==> src/rtl/i2c_seq_pkg.sv <==
package i2c_seq_pkg;
  typedef enum logic [2:0] {
    ST_IDLE, ST_WSTART, ST_WA1, ST_WA2, ST_WSACK, ST_WSDATA, ST_ABORT
  } seq_st_e;

  typedef enum logic [2:0] {
    AC_CONT, AC_START, AC_A1, AC_A2, AC_DATA, AC_RCV, AC_RCV_STOP, AC_STOP
  } seq_act_e;

  typedef enum logic [1:0] {ER_NONE, ER_NODEV, ER_IO, ER_TIMEOUT} seq_err_e;

  localparam logic [7:0] SC_START    = 8'h08;
  localparam logic [7:0] SC_RSTART   = 8'h10;
  localparam logic [7:0] SC_WA_ACK   = 8'h18;
  localparam logic [7:0] SC_WA_NACK  = 8'h20;
  localparam logic [7:0] SC_WD_ACK   = 8'h28;
  localparam logic [7:0] SC_WD_NACK  = 8'h30;
  localparam logic [7:0] SC_RA_ACK   = 8'h40;
  localparam logic [7:0] SC_RA_NACK  = 8'h48;
  localparam logic [7:0] SC_RD_ACK   = 8'h50;
  localparam logic [7:0] SC_RD_NACK  = 8'h58;
  localparam logic [7:0] SC_WA2_ACK  = 8'hD0;
  localparam logic [7:0] SC_RA2_ACK  = 8'hE0;

  localparam int CB_ACK   = 2;
  localparam int CB_STOP  = 4;
  localparam int CB_START = 5;
  localparam int CB_EN    = 6;
  localparam int CB_IEN   = 7;
endpackage

==> src/rtl/i2c_seq_addr.sv <==
module i2c_seq_addr (
  input  logic [9:0] addr,
  input  logic       ten,
  input  logic       rd,
  input  logic       rev,
  output logic [7:0] a1,
  output logic [7:0] a2
);
  logic dir;
  assign dir = rd ^ rev;
  assign a1  = ten ? {5'b11110, addr[9:8], dir} : {addr[6:0], dir};
  assign a2  = ten ? addr[7:0] : 8'h00;
endmodule

==> src/rtl/i2c_seq_timer.sv <==
module i2c_seq_timer #(
  parameter int TO_W = 16
) (
  input  logic            clk,
  input  logic            rst_n,
  input  logic            clear,
  input  logic            run,
  input  logic [TO_W-1:0] limit,
  output logic            expired
);
  logic [TO_W-1:0] cnt;

  always_ff @(posedge clk) begin
    if (!rst_n)                   cnt <= '0;
    else if (clear)               cnt <= '0;
    else if (run && cnt != '1)    cnt <= cnt + 1'b1;
  end

  assign expired = run && (limit != '0) && (cnt >= limit);
endmodule

==> src/rtl/i2c_seq_decide.sv <==
module i2c_seq_decide
  import i2c_seq_pkg::*;
#(
  parameter int LEN_W = 8
) (
  input  seq_st_e          st,
  input  logic [7:0]       status,
  input  logic             ten,
  input  logic [LEN_W-1:0] cnt,
  input  logic             ack,
  output seq_st_e          nst,
  output seq_act_e         nact,
  output logic [LEN_W-1:0] ncnt,
  output logic             nack,
  output logic             set_err,
  output seq_err_e         nerr
);
  logic wr_path, rd_path;

  always_comb begin
    nst = st; nact = AC_STOP; ncnt = cnt; nack = ack;
    set_err = 1'b0; nerr = ER_NONE;
    wr_path = 1'b0; rd_path = 1'b0;
    if (st == ST_IDLE) begin
      nact = AC_STOP;
    end else if (st == ST_ABORT) begin
      nact = AC_STOP; nst = ST_IDLE;
    end else begin
      case (status)
        SC_START, SC_RSTART: begin nact = AC_A1; nst = ST_WA1; end
        SC_WA_ACK: if (ten) begin nact = AC_A2; nst = ST_WA2; end
                   else wr_path = 1'b1;
        SC_WA2_ACK, SC_WD_ACK: wr_path = 1'b1;
        SC_RA_ACK: if (ten) begin nact = AC_A2; nst = ST_WA2; end
                   else rd_path = 1'b1;
        SC_RA2_ACK: rd_path = 1'b1;
        SC_RD_ACK: begin
          nact = AC_RCV; nst = ST_WSDATA;
          if (cnt != '0) ncnt = cnt - 1'b1;
          if (cnt == LEN_W'(2)) nack = 1'b0;
        end
        SC_RD_NACK: begin nact = AC_RCV_STOP; nst = ST_IDLE; end
        SC_WA_NACK, SC_WD_NACK, SC_RA_NACK: begin
          nact = AC_STOP; nst = ST_IDLE; set_err = 1'b1; nerr = ER_NODEV;
        end
        default: begin
          nact = AC_STOP; nst = ST_IDLE; set_err = 1'b1; nerr = ER_IO;
        end
      endcase
      if (wr_path) begin
        if (cnt != '0) begin nact = AC_DATA; nst = ST_WSACK; ncnt = cnt - 1'b1; end
        else begin nact = AC_STOP; nst = ST_IDLE; end
      end
      if (rd_path) begin
        if (cnt == '0) begin nact = AC_STOP; nst = ST_IDLE; end
        else begin
          nact = AC_CONT; nst = ST_WSDATA;
          if (cnt == LEN_W'(1)) nack = 1'b0;
        end
      end
    end
  end
endmodule

==> src/rtl/i2c_msg_sequencer.sv <==
module i2c_msg_sequencer
  import i2c_seq_pkg::*;
#(
  parameter int LEN_W = 8,
  parameter int TO_W  = 16
) (
  input  logic             clk,
  input  logic             rst_n,
  input  logic             start,
  input  logic             abort_req,
  input  logic [9:0]       tgt_addr,
  input  logic             ten_bit,
  input  logic             rd_op,
  input  logic             rev_dir,
  input  logic             no_start,
  input  logic [LEN_W-1:0] byte_len,
  input  logic [TO_W-1:0]  timeout_cycles,
  input  logic             ctl_event,
  input  logic [7:0]       ctl_status,
  input  logic [7:0]       ctl_data_rdata,
  output logic             ctl_data_we,
  output logic [7:0]       ctl_data_wdata,
  output logic             ctl_ctrl_we,
  output logic [7:0]       ctl_ctrl_wdata,
  input  logic             wr_valid,
  output logic             wr_ready,
  input  logic [7:0]       wr_data,
  output logic             rd_valid,
  input  logic             rd_ready,
  output logic [7:0]       rd_data,
  output logic             busy,
  output logic             done,
  output logic [1:0]       err
);
  seq_st_e          st, nst;
  seq_act_e         act, nact;
  seq_err_e         err_q, nerr;
  logic             pend, ack, nack, set_err, ten_q;
  logic [LEN_W-1:0] cnt, ncnt;
  logic [7:0]       a1_q, a2_q, a1_w, a2_w, rbuf;
  logic             accept, take_ev, active, tmo, fire, is_stop, is_rcv;
  logic [7:0]       ctrl_norm, ctrl_stop;

  i2c_seq_addr u_addr (
    .addr(tgt_addr), .ten(ten_bit), .rd(rd_op), .rev(rev_dir), .a1(a1_w), .a2(a2_w)
  );

  i2c_seq_decide #(.LEN_W(LEN_W)) u_decide (
    .st(st), .status(ctl_status), .ten(ten_q), .cnt(cnt), .ack(ack),
    .nst(nst), .nact(nact), .ncnt(ncnt), .nack(nack), .set_err(set_err), .nerr(nerr)
  );

  assign active = busy && (st != ST_IDLE) && (st != ST_ABORT);

  i2c_seq_timer #(.TO_W(TO_W)) u_timer (
    .clk(clk), .rst_n(rst_n), .clear(accept), .run(active),
    .limit(timeout_cycles), .expired(tmo)
  );

  assign accept  = start && !busy && !pend;
  assign take_ev = ctl_event && !pend && !accept;
  assign is_stop = (act == AC_STOP) || (act == AC_RCV_STOP);
  assign is_rcv  = (act == AC_RCV) || (act == AC_RCV_STOP);

  assign wr_ready = pend && (act == AC_DATA);
  assign rd_valid = pend && is_rcv;
  assign rd_data  = rbuf;
  assign fire     = pend && ((act == AC_DATA) ? wr_valid : (is_rcv ? rd_ready : 1'b1));

  always_comb begin
    ctrl_norm = 8'h00;
    ctrl_norm[CB_IEN] = 1'b1;
    ctrl_norm[CB_EN]  = 1'b1;
    ctrl_norm[CB_ACK] = ack;
    ctrl_stop = 8'h00;
    ctrl_stop[CB_EN]   = 1'b1;
    ctrl_stop[CB_STOP] = 1'b1;
    ctrl_stop[CB_ACK]  = ack;
  end

  always_comb begin
    ctl_ctrl_we    = fire;
    ctl_data_we    = fire && ((act == AC_A1) || (act == AC_A2) || (act == AC_DATA));
    ctl_data_wdata = (act == AC_A1) ? a1_q : (act == AC_A2) ? a2_q : wr_data;
    if (is_stop)              ctl_ctrl_wdata = ctrl_stop;
    else if (act == AC_START) ctl_ctrl_wdata = ctrl_norm | (8'h01 << CB_START);
    else                      ctl_ctrl_wdata = ctrl_norm;
  end

  always_ff @(posedge clk) begin
    if (!rst_n) begin
      st <= ST_IDLE; act <= AC_STOP; pend <= 1'b0; cnt <= '0; ack <= 1'b1;
      err_q <= ER_NONE; busy <= 1'b0; done <= 1'b0; rbuf <= 8'h00;
      a1_q <= 8'h00; a2_q <= 8'h00; ten_q <= 1'b0;
    end else begin
      done <= 1'b0;
      if (fire) begin
        pend <= 1'b0;
        if (is_stop && busy) begin done <= 1'b1; busy <= 1'b0; end
      end
      if (accept) begin
        busy <= 1'b1; err_q <= ER_NONE; ack <= 1'b1; cnt <= byte_len;
        a1_q <= a1_w; a2_q <= a2_w; ten_q <= ten_bit; pend <= 1'b1;
        if (!no_start) begin
          st <= ST_WSTART; act <= AC_START;
        end else if (rd_op) begin
          st <= ST_WSDATA; act <= AC_CONT;
        end else if (byte_len != '0) begin
          st <= ST_WSACK; act <= AC_DATA; cnt <= byte_len - 1'b1;
        end else begin
          st <= ST_IDLE; act <= AC_STOP;
        end
      end else if (take_ev) begin
        st <= nst; act <= nact; cnt <= ncnt; ack <= nack; pend <= 1'b1;
        if (set_err) err_q <= nerr;
        if ((nact == AC_RCV) || (nact == AC_RCV_STOP)) rbuf <= ctl_data_rdata;
      end else if (abort_req && active) begin
        st <= ST_ABORT; err_q <= ER_IO;
      end else if (tmo) begin
        st <= ST_ABORT; err_q <= ER_TIMEOUT;
      end
    end
  end

  assign err = err_q;
endmodule

==> config.mk <==
export PLATFORM = sky130hd
export DESIGN_NAME = i2c_msg_sequencer
export DESIGN_NICKNAME = d
export VERILOG_FILES = /design/src/rtl/i2c_seq_pkg.sv /design/src/rtl/i2c_seq_addr.sv /design/src/rtl/i2c_seq_timer.sv /design/src/rtl/i2c_seq_decide.sv /design/src/rtl/i2c_msg_sequencer.sv
export SDC_FILE = /design/constraint.sdc
export NUM_CORES = 1
export LEC_CHECK = 0
export BUFFER_PORTS_ARGS = -buffer_cell sky130_fd_sc_hd__buf_2
export CORE_ASPECT_RATIO = 0.6
export CORE_MARGIN = 3
export CORE_UTILIZATION = 56
export CTS_BUF_LIST = sky130_fd_sc_hd__clkbuf_4 sky130_fd_sc_hd__clkbuf_8
export DETAILED_ROUTE_END_ITERATION = 10
export PLACE_DENSITY = 0.8
export SYNTH_ARGS = -nofsm -noshare
export SYNTH_HDL_FRONTEND = slang
export SYNTH_SLANG_ARGS = --single-unit
==> constraint.sdc <==
create_clock -name clk -period 2.5 [get_ports clk]
set_input_delay 0.375 -clock clk [delete_from_list [all_inputs] [get_ports clk]]
set_output_delay 0.375 -clock clk [all_outputs]
set_load 0.01 [all_outputs]
# Yosys cells after proc, flatten, opt, wreduce, memory -nomap -nowiden
# Cells that the tools add are included.
# classes
n_addsub	3
magnitude_cmp	1
n_eq_ne	32
n_mux	76
n_bitwise	5
reduce_logical	49
# op_table
op	n
$mux 8	16
$mux 3	24
$eq 8x7->1 const B	4
$eq 8x6->1 const B	3
$pmux 3 s4	2
$mux 1	22
$eq 3x3->1 const B	7
$add 16x1->16 const B	1
$eq 8x5->1 const B	2
$eq 8x8->1 const B	2
$ge 16x16->1	1
$mux 2	8
$ne 16x16->1 const B	1
$reduce_bool 16->1	1
$reduce_bool 8->1	2
$sub 8x1->8 const B	2
$logic_and 1x1->1	15
$reduce_and 3->1	3
$reduce_bool 3->1	3
$reduce_or 9->1	1
$eq 8x1->1 const B	1
$eq 8x2->1 const B	1
$eq 8x4->1 const B	1
$logic_not 8->1	1
20 further kinds	42
# word_totals
ff_bits	61

# Longest topological paths before layout
# Gate-level depths: netlist of run 1.
# depth
word_depth	12
depth_mapped	8
depth_no_buf	8

# Cells and area by module
# Synthesis of run 1 repeated with hierarchy kept, for this count alone.
# hier_totals
hier_cells	595
hier_area_um2	4650.7
# by_module_without_submodules
mod	instances	cells_per_inst	area_each_um2
i2c_msg_sequencer	1	289	2389.8
i2c_seq_timer	1	166	1302.5
i2c_seq_decide	1	122	817.0
i2c_seq_addr	1	18	141.4

# Worst setup path before layout of run 1
# Ideal clock, no wire load.
# synth_timing
path_type	reg2reg
from	register busy
to	register st[2]
setup_ns	0.119
arrival_ns	1.971
required_ns	2.381
slack_ns	0.410
stages_incl_launch_ff	8
path_buffers	1
period_less_slack_ns	2.090
cell_sequence	dfxtp_1 > nor2b_1 > or3_1 > buf_2 > or4_4 > a21boi_1 > or2_1 > o221a_1
# synth_via
elab_chain_len	7
elab_cells_between_ends	18
# synth_lines
element	line_no	rtl
start, declared	i2c_msg_sequencer.sv:31	output logic busy,
start signal, assigned	i2c_msg_sequencer.sv:93	err_q <= ER_NONE; busy <= 1'b0; done <= 1'b0; rbuf <= 8'h00;
start signal, assigned	i2c_msg_sequencer.sv:99	if (is_stop && busy) begin done <= 1'b1; busy <= 1'b0; end
start signal, assigned	i2c_msg_sequencer.sv:102	busy <= 1'b1; err_q <= ER_NONE; ack <= 1'b1; cnt <= byte_len;
$logic_not 1->1	i2c_msg_sequencer.sv:60	assign accept = start && !busy && !pend;
$logic_and 1x1->1 (2 in a row)	i2c_msg_sequencer.sv:60	
$logic_not 1->1	i2c_msg_sequencer.sv:61	assign take_ev = ctl_event && !pend && !accept;
$logic_and 1x1->1	i2c_msg_sequencer.sv:61	
$ne 7x4->1 (no line), or another cell as far along	n/a	
$reduce_and 4->1 (no line) / $mux 3 (equally long branches)	n/a	
end signal, assigned	i2c_msg_sequencer.sv:92	st <= ST_IDLE; act <= AC_STOP; pend <= 1'b0; cnt <= '0; ack <= 1'b1;
end signal, assigned	i2c_msg_sequencer.sv:105	st <= ST_WSTART; act <= AC_START;
end signal, assigned	i2c_msg_sequencer.sv:107	st <= ST_WSDATA; act <= AC_CONT;
end, declared	i2c_msg_sequencer.sv:35	seq_st_e st, nst;
# Parallel ways exist; a longest one is shown, timed or not.
# A chain may end at the register's enable or synchronous reset.

# Final worst setup path of run 1
# layout_timing
from	register u_timer.cnt[0]
to	register err_q[0], in the netlist err[0]
# layout_via
elab_chain_len	4
# layout_lines
element	line_no	rtl
start, declared	i2c_seq_timer.sv:11	logic [TO_W-1:0] cnt;
start signal, assigned	i2c_seq_timer.sv:16	else if (run && cnt != '1) cnt <= cnt + 1'b1;
$ge 16x16->1	i2c_seq_timer.sv:19	assign expired = run && (limit != '0) && (cnt >= limit);
$logic_and 1x1->1	i2c_seq_timer.sv:19	
$reduce_bool 3->1 (no line)	n/a	
$reduce_and 2->1 (no line)	n/a	
end signal, assigned	i2c_msg_sequencer.sv:115	if (set_err) err_q <= nerr;
end, declared	i2c_msg_sequencer.sv:37	seq_err_e err_q, nerr;
# Every way passes these cells.

==> results of run 1 <==
==> worst reg2reg max path, cell delays in order (launching register included) <==
cell and delay (ps):
sky130_fd_sc_hd__dfxtp_1 340, sky130_fd_sc_hd__inv_1 50, sky130_fd_sc_hd__ha_1 250, sky130_fd_sc_hd__nand2b_1 110, sky130_fd_sc_hd__a2111oi_0 90, sky130_fd_sc_hd__buf_4 140
sky130_fd_sc_hd__or4_1 530, sky130_fd_sc_hd__a31oi_1 250, sky130_fd_sc_hd__buf_4 160, sky130_fd_sc_hd__o22ai_1 90, sky130_fd_sc_hd__a221oi_1 260
==> placed cells by master, fill, tap and decap left out, types with 7 or more instances in the layout <==
| cell | count |
|---|---|
| sky130_fd_sc_hd__buf_2 | 96 |
| sky130_fd_sc_hd__dfxtp_1 | 61 |
| sky130_fd_sc_hd__nand2_1 | 51 |
| sky130_fd_sc_hd__nor2_1 | 38 |
| sky130_fd_sc_hd__inv_1 | 27 |
| sky130_fd_sc_hd__a21oi_1 | 24 |
| sky130_fd_sc_hd__o21ai_0 | 24 |
| sky130_fd_sc_hd__nand3_1 | 24 |
| sky130_fd_sc_hd__ha_1 | 21 |
| sky130_fd_sc_hd__mux2i_1 | 19 |
| sky130_fd_sc_hd__nor3_1 | 15 |
| sky130_fd_sc_hd__xor2_1 | 15 |
| sky130_fd_sc_hd__nor2b_1 | 15 |
| sky130_fd_sc_hd__buf_4 | 15 |
| sky130_fd_sc_hd__a21boi_0 | 13 |
| sky130_fd_sc_hd__nand2b_1 | 9 |
| sky130_fd_sc_hd__a31oi_1 | 9 |
| sky130_fd_sc_hd__clkbuf_8 | 9 |
| sky130_fd_sc_hd__xnor2_1 | 8 |
| sky130_fd_sc_hd__nor3b_1 | 7 |
| sky130_fd_sc_hd__nand4_1 | 7 |
| sky130_fd_sc_hd__o22ai_1 | 7 |
==> kinds of logic after synthesis <==
group           count (synthesis)  synth area share (%)
compound gates                126                  20.7
mux                            20                  4.85
xor+xnor                       23                  4.85
buf+inv                        59                  6.11
fa+ha+maj                      22                  6.56
simple gates                  214                  27.4
other cells                     2                 0.181
flops                          61                  29.4
==> worst max-delay path by stage <==
stage                       from     end  slack (ps)
2_1_floorplan               busy   st[2]         410
3_3_place_gp   timeout_cycles[0]  err[0]         100
3_5_place_dp   timeout_cycles[0]  err[0]          70
4_1_cts           u_timer.cnt[0]  err[0]         130
5_1_grt           u_timer.cnt[0]  err[0]           3
6_report          u_timer.cnt[0]  err[0]         140
==> final cells by class <==
type	instances	area, µm²	share of cell area, %
clock buffer	9	124	2.51
clock inverter	7	76.3	1.55
inverter	27	101	2.05
multi-input combinational	409	2690	54.6
sequential	61	1220	24.8
tap	100	125	2.54
timing repair buffer	111	593	12.0
==> layer usage <==
metal / vias to the layer above / GRT usage (%) / wire (µm)
met5: - / 0 / 0
met1: 1938 / 37.8 / 5270
met2: 230 / 38.2 / 4640
li1: 2067 / - / -
met3: 26 / 7.79 / 1270
met4: 0 / 8.27 / 197
==> state kept, by name, indices dropped and copies added (netlist names) <==
name	flops
cnt	8
ack	1
rd_data	8
err	2
a2_q	8
a1_q	8
busy	1
pend	1
done	1
act	3
u_timer.cnt	16
ten_q	1
st	3
==> power by group through the flow <==
stage | logic (mW) | registers (mW) | clock network (mW)
global placement | 0.596 | 1.09 | 0
CTS | 0.618 | 1.08 | 0.897
detailed placement | 0.613 | 1.10 | 0
global route | 0.696 | 1.09 | 0.936
finish | 0.631 | 1.08 | 0.888
floorplan | 0.420 | 1.08 | 0
==> through the flow <==
| stage | instance area [µm²] | setup WS [ps] |
|---|---|---|
| CTS | 4930 | 131 |
| global route | 4930 | 3.18 |
| floorplan | 4160 | 410 |
| global placement | 4730 | 102 |
| detailed placement | 4730 | 68.0 |
| finish | 4930 | 135 |
==> impl_summary.log, run 1 <==
[metrics] final cell utilization of the core: 71.1%
[metrics] fill cell total of the finished layout: 555
[metrics] top cell type by total area after synthesis: sky130_fd_sc_hd__dfxtp_1
[metrics] dominant register cell in the synthesized netlist: sky130_fd_sc_hd__dfxtp_1
[metrics] Max Buffers Root-to-Sink: 2
[metrics] most common cell in the synthesized netlist: sky130_fd_sc_hd__dfxtp_1
[metrics] ratio of routed vias to standard cells: 5.89
[metrics] peak per-stage delay on the critical path: 530 ps
[metrics] result of the run: finished, final reports clean
[metrics] Clock Skew: 8.08 ps
[metrics] Finish-stage setup viols: 0
[metrics] fraction of power spent switching nets: 32.9%
[metrics] Levels on crit path: 10
[metrics] Pwr Density: 527 nW/µm²
[metrics] clock network power share: 34.2%
[metrics] Cell Int Power: 1.74 mW
[metrics] Clk pin slew, worst setup/hold paths: 80 ps
[metrics] number of global-route vias before repair: 3,743
[metrics] CP Launch Type: flop
[metrics] routed vias: 4,261
[metrics] element type at the critical path end: flop
[metrics] Seq pwr share: 41.5%
[metrics] clock network latency to the later pin of the worst-skew pair: 360 ps
[metrics] post-layout total power: 2.60 mW
[metrics] Yosys cell types: 68
[metrics] part of the cycle the worst path needs: 94.6%
[metrics] Slowest cell on crit path: sky130_fd_sc_hd__or4_1
[metrics] Fin. Hold Viols: 0
[metrics] final weighted congestion in routability-driven placement: 0.990
[metrics] max-cap violations: 0
[metrics] smallest hold slack: 277 ps
[metrics] ys async rst share: 0%
[metrics] post-route antenna net violation count: 0
[metrics] leakage power figure: 2.25 nW
[metrics] summed instance area of the synthesized netlist: 4160 µm²
[metrics] warning count from the yosys run: 0
[metrics] source of the worst register-to-register timing path: u_timer.cnt[0]
[metrics] initial standard-cell utilization of the core: 59.9%
[metrics] final standard cell count with taps included and fillers excluded: 724
[metrics] Num CTS Buffers: 9
[metrics] average wire per standard cell: 15.7 µm
[metrics] most area-consuming cells after synthesis: sky130_fd_sc_hd__dfxtp_1, sky130_fd_sc_hd__ha_1, sky130_fd_sc_hd__nand2_1
[metrics] iteration-0 DRC count of the detailed router: 413
[metrics] pin slew with the least headroom to its limit: 617 ps
[metrics] Worst EP required: 2760 ps
[metrics] fmax: 423 MHz
[metrics] Layout Nets: 709
[metrics] fraction of final layout cells sized beyond drive strength 1: 22.4%
[metrics] endpoint of the worst-slack reg-to-reg timing path: err[0]
[metrics] setup repair after global routing missed its margin: no
[metrics] clock sinks: 61
[metrics] Comb pwr share: 24.3%
[metrics] synth cell count leaders: sky130_fd_sc_hd__dfxtp_1, sky130_fd_sc_hd__nand2_1, sky130_fd_sc_hd__nor2_1
[metrics] ant diodes: 0
[metrics] end point of the worst hold path: rd_data[5]
[metrics] initial antenna violation count: 0
[metrics] total congestion overflow after global routing: 0
[metrics] Tightest Hold Check Type: input pin to flop
[metrics] internal reg-to-reg setup slack: 140 ps
[metrics] cell depth of the worst hold path: 3
[metrics] crit-path cells: inv_1, ha_1, nand2b_1, a2111oi_0, buf_4, or4_1, a31oi_1, buf_4, o22ai_1, a221oi_1
[metrics] crit path DAT: 2620 ps
[metrics] FF-to-FF path depth: 10
[metrics] post-detailed-placement half-perimeter wirelength: 8640 µm
[metrics] number of standard cells after synthesis: 527
[metrics] proportion of netlist area held by the largest area contributor: 29.4%
[metrics] Area Growth Syn to Fin: 18.7%
[metrics] number of buffer and inverter instances along the worst setup path: 3
[metrics] TritonCTS clock tree: built
[metrics] buffer type at the clock tree root: sky130_fd_sc_hd__clkbuf_8
[metrics] maximum number of pins on one net before global-route repair: 31
[metrics] Core Region: 6940 µm²
[metrics] start point of the worst hold path: ctl_data_rdata[5]
[metrics] Post-synth EDFFs: 0
[metrics] count of pins over their slew limit: 0
[metrics] ports placed on the boundary: 101
[metrics] Setup TNS: 0 ps
[metrics] Inst Count DP: 708
[metrics] setup bufs post-CTS: 0
[metrics] wire length of the first global-routing pass: 17,600 µm
[metrics] sum of routed wire length over all layers: 11,400 µm
[metrics] H-tree depth: 3
[metrics] Seq/Total Area, Yosys: 29.4%
[metrics] post-synthesis register bit count: 61
[metrics] VDD IR-drop max: 0.379 mV
[metrics] count of input and output buffers: 96
[metrics] slew margin rel.: 58.3%
[metrics] Post-CTS Hold Buffers: 0
[metrics] Die Span X: 117 µm
[metrics] die outline area: 8530 µm²
[metrics] quantity of gates resized following cts: 0
[metrics] # DRC: 0
[metrics] First-pass DRT Iterations: 5
[metrics] Max Fanout on Critical Path: 2
[metrics] total number of placement rows: 23
[metrics] most frequent cell on the critical path: sky130_fd_sc_hd__buf_4
[metrics] Die Height: 72.7 µm
[metrics] overall fraction of global-route tracks in use: 26.4%
[metrics] Crit path max-delay family: compound AO/OA/AOI/OAI gates
[metrics] mean post-synth cell area: 7.89 µm²
[metrics] critical path class: flop to flop
[metrics] net load switching power: 0.855 mW
[metrics] post-layout minimum cycle time: 2360 ps
Note: power is estimated with default switching activity, not from simulation.
==> run 2, diff against run 1 <==
- CORE_UTILIZATION: 56 -> 60
- CTS_CLUSTER_DIAMETER: default -> 150
- PLACE_DENSITY: 0.8 -> 0.88
- clock period: 2.5 -> 3 ns (I/O delays scaled with it)
==> impl_summary.log, run 2 (same netlist as run 1, synthesis figures left out) <==
[metrics] quantity of gates resized following cts: 0
[metrics] VDD IR-drop max: 0.382 mV
[metrics] clock sinks: 61
[metrics] Area Growth Syn to Fin: 15.8%
[metrics] clock network latency to the later pin of the worst-skew pair: 350 ps
[metrics] Setup TNS: 0 ps
[metrics] global routing met2 resource utilization: 41.5%
[metrics] Worst EP required: 3240 ps
[metrics] post-layout minimum cycle time: 2420 ps
[metrics] # DRC: 0
[metrics] Crit path max-delay family: compound AO/OA/AOI/OAI gates
[metrics] Tightest Hold Check Type: input pin to flop
[metrics] post-detailed-placement half-perimeter wirelength: 8700 µm
[metrics] Clock Skew: 14.1 ps
[metrics] Post-CTS Hold Buffers: 0
[metrics] peak per-stage delay on the critical path: 520 ps
[metrics] Num CTS Buffers: 9
[metrics] fill cell total of the finished layout: 498
[metrics] post-layout total power: 2.10 mW
[metrics] flip-flop count of the largest register after layout: 16
[metrics] Pwr Density: 435 nW/µm²
[metrics] Slowest cell on crit path: sky130_fd_sc_hd__or4_1
[metrics] TritonCTS clock tree: built
[metrics] part of the cycle the worst path needs: 80.7%
[metrics] iteration-0 DRC count of the detailed router: 593
[metrics] crit-path cells: inv_1, ha_1, nand2b_1, a2111oi_0, or4_1, a31oi_1, o22ai_1, a221oi_1
[metrics] count of input and output buffers: 96
[metrics] ports placed on the boundary: 101
[metrics] First-pass DRT Iterations: 8
[metrics] average wire per standard cell: 16.7 µm
[metrics] top library cells by usage in the layout, fill and taps aside: sky130_fd_sc_hd__buf_2, sky130_fd_sc_hd__dfxtp_1, sky130_fd_sc_hd__nand2_1
[metrics] met3 Use GR: 7.97%
[metrics] Max Fanout on Critical Path: 6
[metrics] Inst Count DP: 681
[metrics] initial standard-cell utilization of the core: 64.8%
[metrics] Layout Nets: 698
[metrics] busiest metal layer after global routing: met2
[metrics] pin slew with the least headroom to its limit: 753 ps
[metrics] Fin. Hold Viols: 0
[metrics] final standard cell count with taps included and fillers excluded: 697
[metrics] element type at the critical path end: flop
[metrics] fmax: 413 MHz
[metrics] internal reg-to-reg setup slack: 580 ps
[metrics] leakage power figure: 2.20 nW
[metrics] Reg with most FFs: u_timer.cnt
[metrics] overall fraction of global-route tracks in use: 28.2%
[metrics] Die Span X: 113 µm
[metrics] initial antenna violation count: 0
[metrics] buffer type at the clock tree root: sky130_fd_sc_hd__clkbuf_8
[metrics] result of the run: finished, final reports clean
[metrics] final weighted congestion in routability-driven placement: 0.990
[metrics] number of buffer and inverter instances along the worst setup path: 1
[metrics] sum of routed wire length over all layers: 11,600 µm
[metrics] count of pins over their slew limit: 0
[metrics] Die Height: 70.5 µm
[metrics] Core Region: 6410 µm²
[metrics] Clk pin slew, worst setup/hold paths: 80 ps
[metrics] critical path class: flop to flop
[metrics] number of global-route vias before repair: 3,806
[metrics] slew margin rel.: 49.8%
[metrics] max-cap violations: 0
[metrics] post-route antenna net violation count: 0
[metrics] met1 usage in global routing: 40.8%
[metrics] routed vias: 4,336
[metrics] commonest non-fill, non-tap cell in the layout: sky130_fd_sc_hd__buf_2
[metrics] crit path DAT: 2660 ps
[metrics] total congestion overflow after global routing: 0
[metrics] Finish-stage setup viols: 0
[metrics] fraction of final layout cells sized beyond drive strength 1: 21.0%
[metrics] ratio of routed vias to standard cells: 6.22
[metrics] maximum number of pins on one net before global-route repair: 46
[metrics] wire length of the first global-routing pass: 18,300 µm
[metrics] ant diodes: 0
[metrics] die outline area: 7990 µm²
[metrics] total number of placement rows: 22
[metrics] setup bufs post-CTS: 0
[metrics] Max Buffers Root-to-Sink: 2
[metrics] H-tree depth: 3
[metrics] setup repair after global routing missed its margin: no
[metrics] CP Launch Type: flop
## run 2: tightest hold or removal path: cells and delay by family
kind / cells / cell delay [ps]
buffers and inverters: 1 / 70
multiplexers: 1 / 50
AND/OR/NAND/NOR: 1 / 90
## run 2: power breakdown
part | switching, mW | leakage (nW) | total (mW) | internal, mW
Clock | 0.355 | 0.0970 | 0.682 | 0.328
Combinational | 0.308 | 1.61 | 0.510 | 0.202
Sequential | 0.0497 | 0.497 | 0.904 | 0.854
## run 2: stage by stage
stage | cell area (µm²) | setup WS [ps] | hold WS (ps) | utilization (%)
4_1_cts | 4810 | 605 | 351 | 75.0
3_3_place_gp | 4630 | 588 | 439 | 72.2
6_report | 4810 | 578 | 355 | 75.0
5_1_grt | 4810 | 433 | 366 | 75.0
2_1_floorplan | 4160 | 858 | 429 | -
3_5_place_dp | 4630 | 496 | 450 | 72.2
## run 2: cell type report
type                            instances  area (µm²)  share of cell area, %
Clock buffer                           10         138                   2.86
Clock inverter                          6        45.0                  0.936
Inverter                               27         101                   2.11
Multi-Input combinational cell        409        2690                   55.9
Sequential cell                        61        1220                   25.4
Tap cell                               84         105                   2.18
Timing Repair Buffer                  100         510                   10.6
## run 2: final timing paths
path	from	end	depth (start not counted)
max	u_timer.cnt[0]	err[0]	8
min	ctl_data_rdata[1]	rd_data[1]	3
max reg2reg	u_timer.cnt[0]	err[0]	8
min reg2reg	err[1]	err[1]	2
## run 2: metal layers
layer | vias up | share of wire [%]
met5 | - | 0
met4 | 0 | 1.3
met3 | 25 | 12
met2 | 263 | 42
met1 | 1989 | 45
li1 | 2059 | -
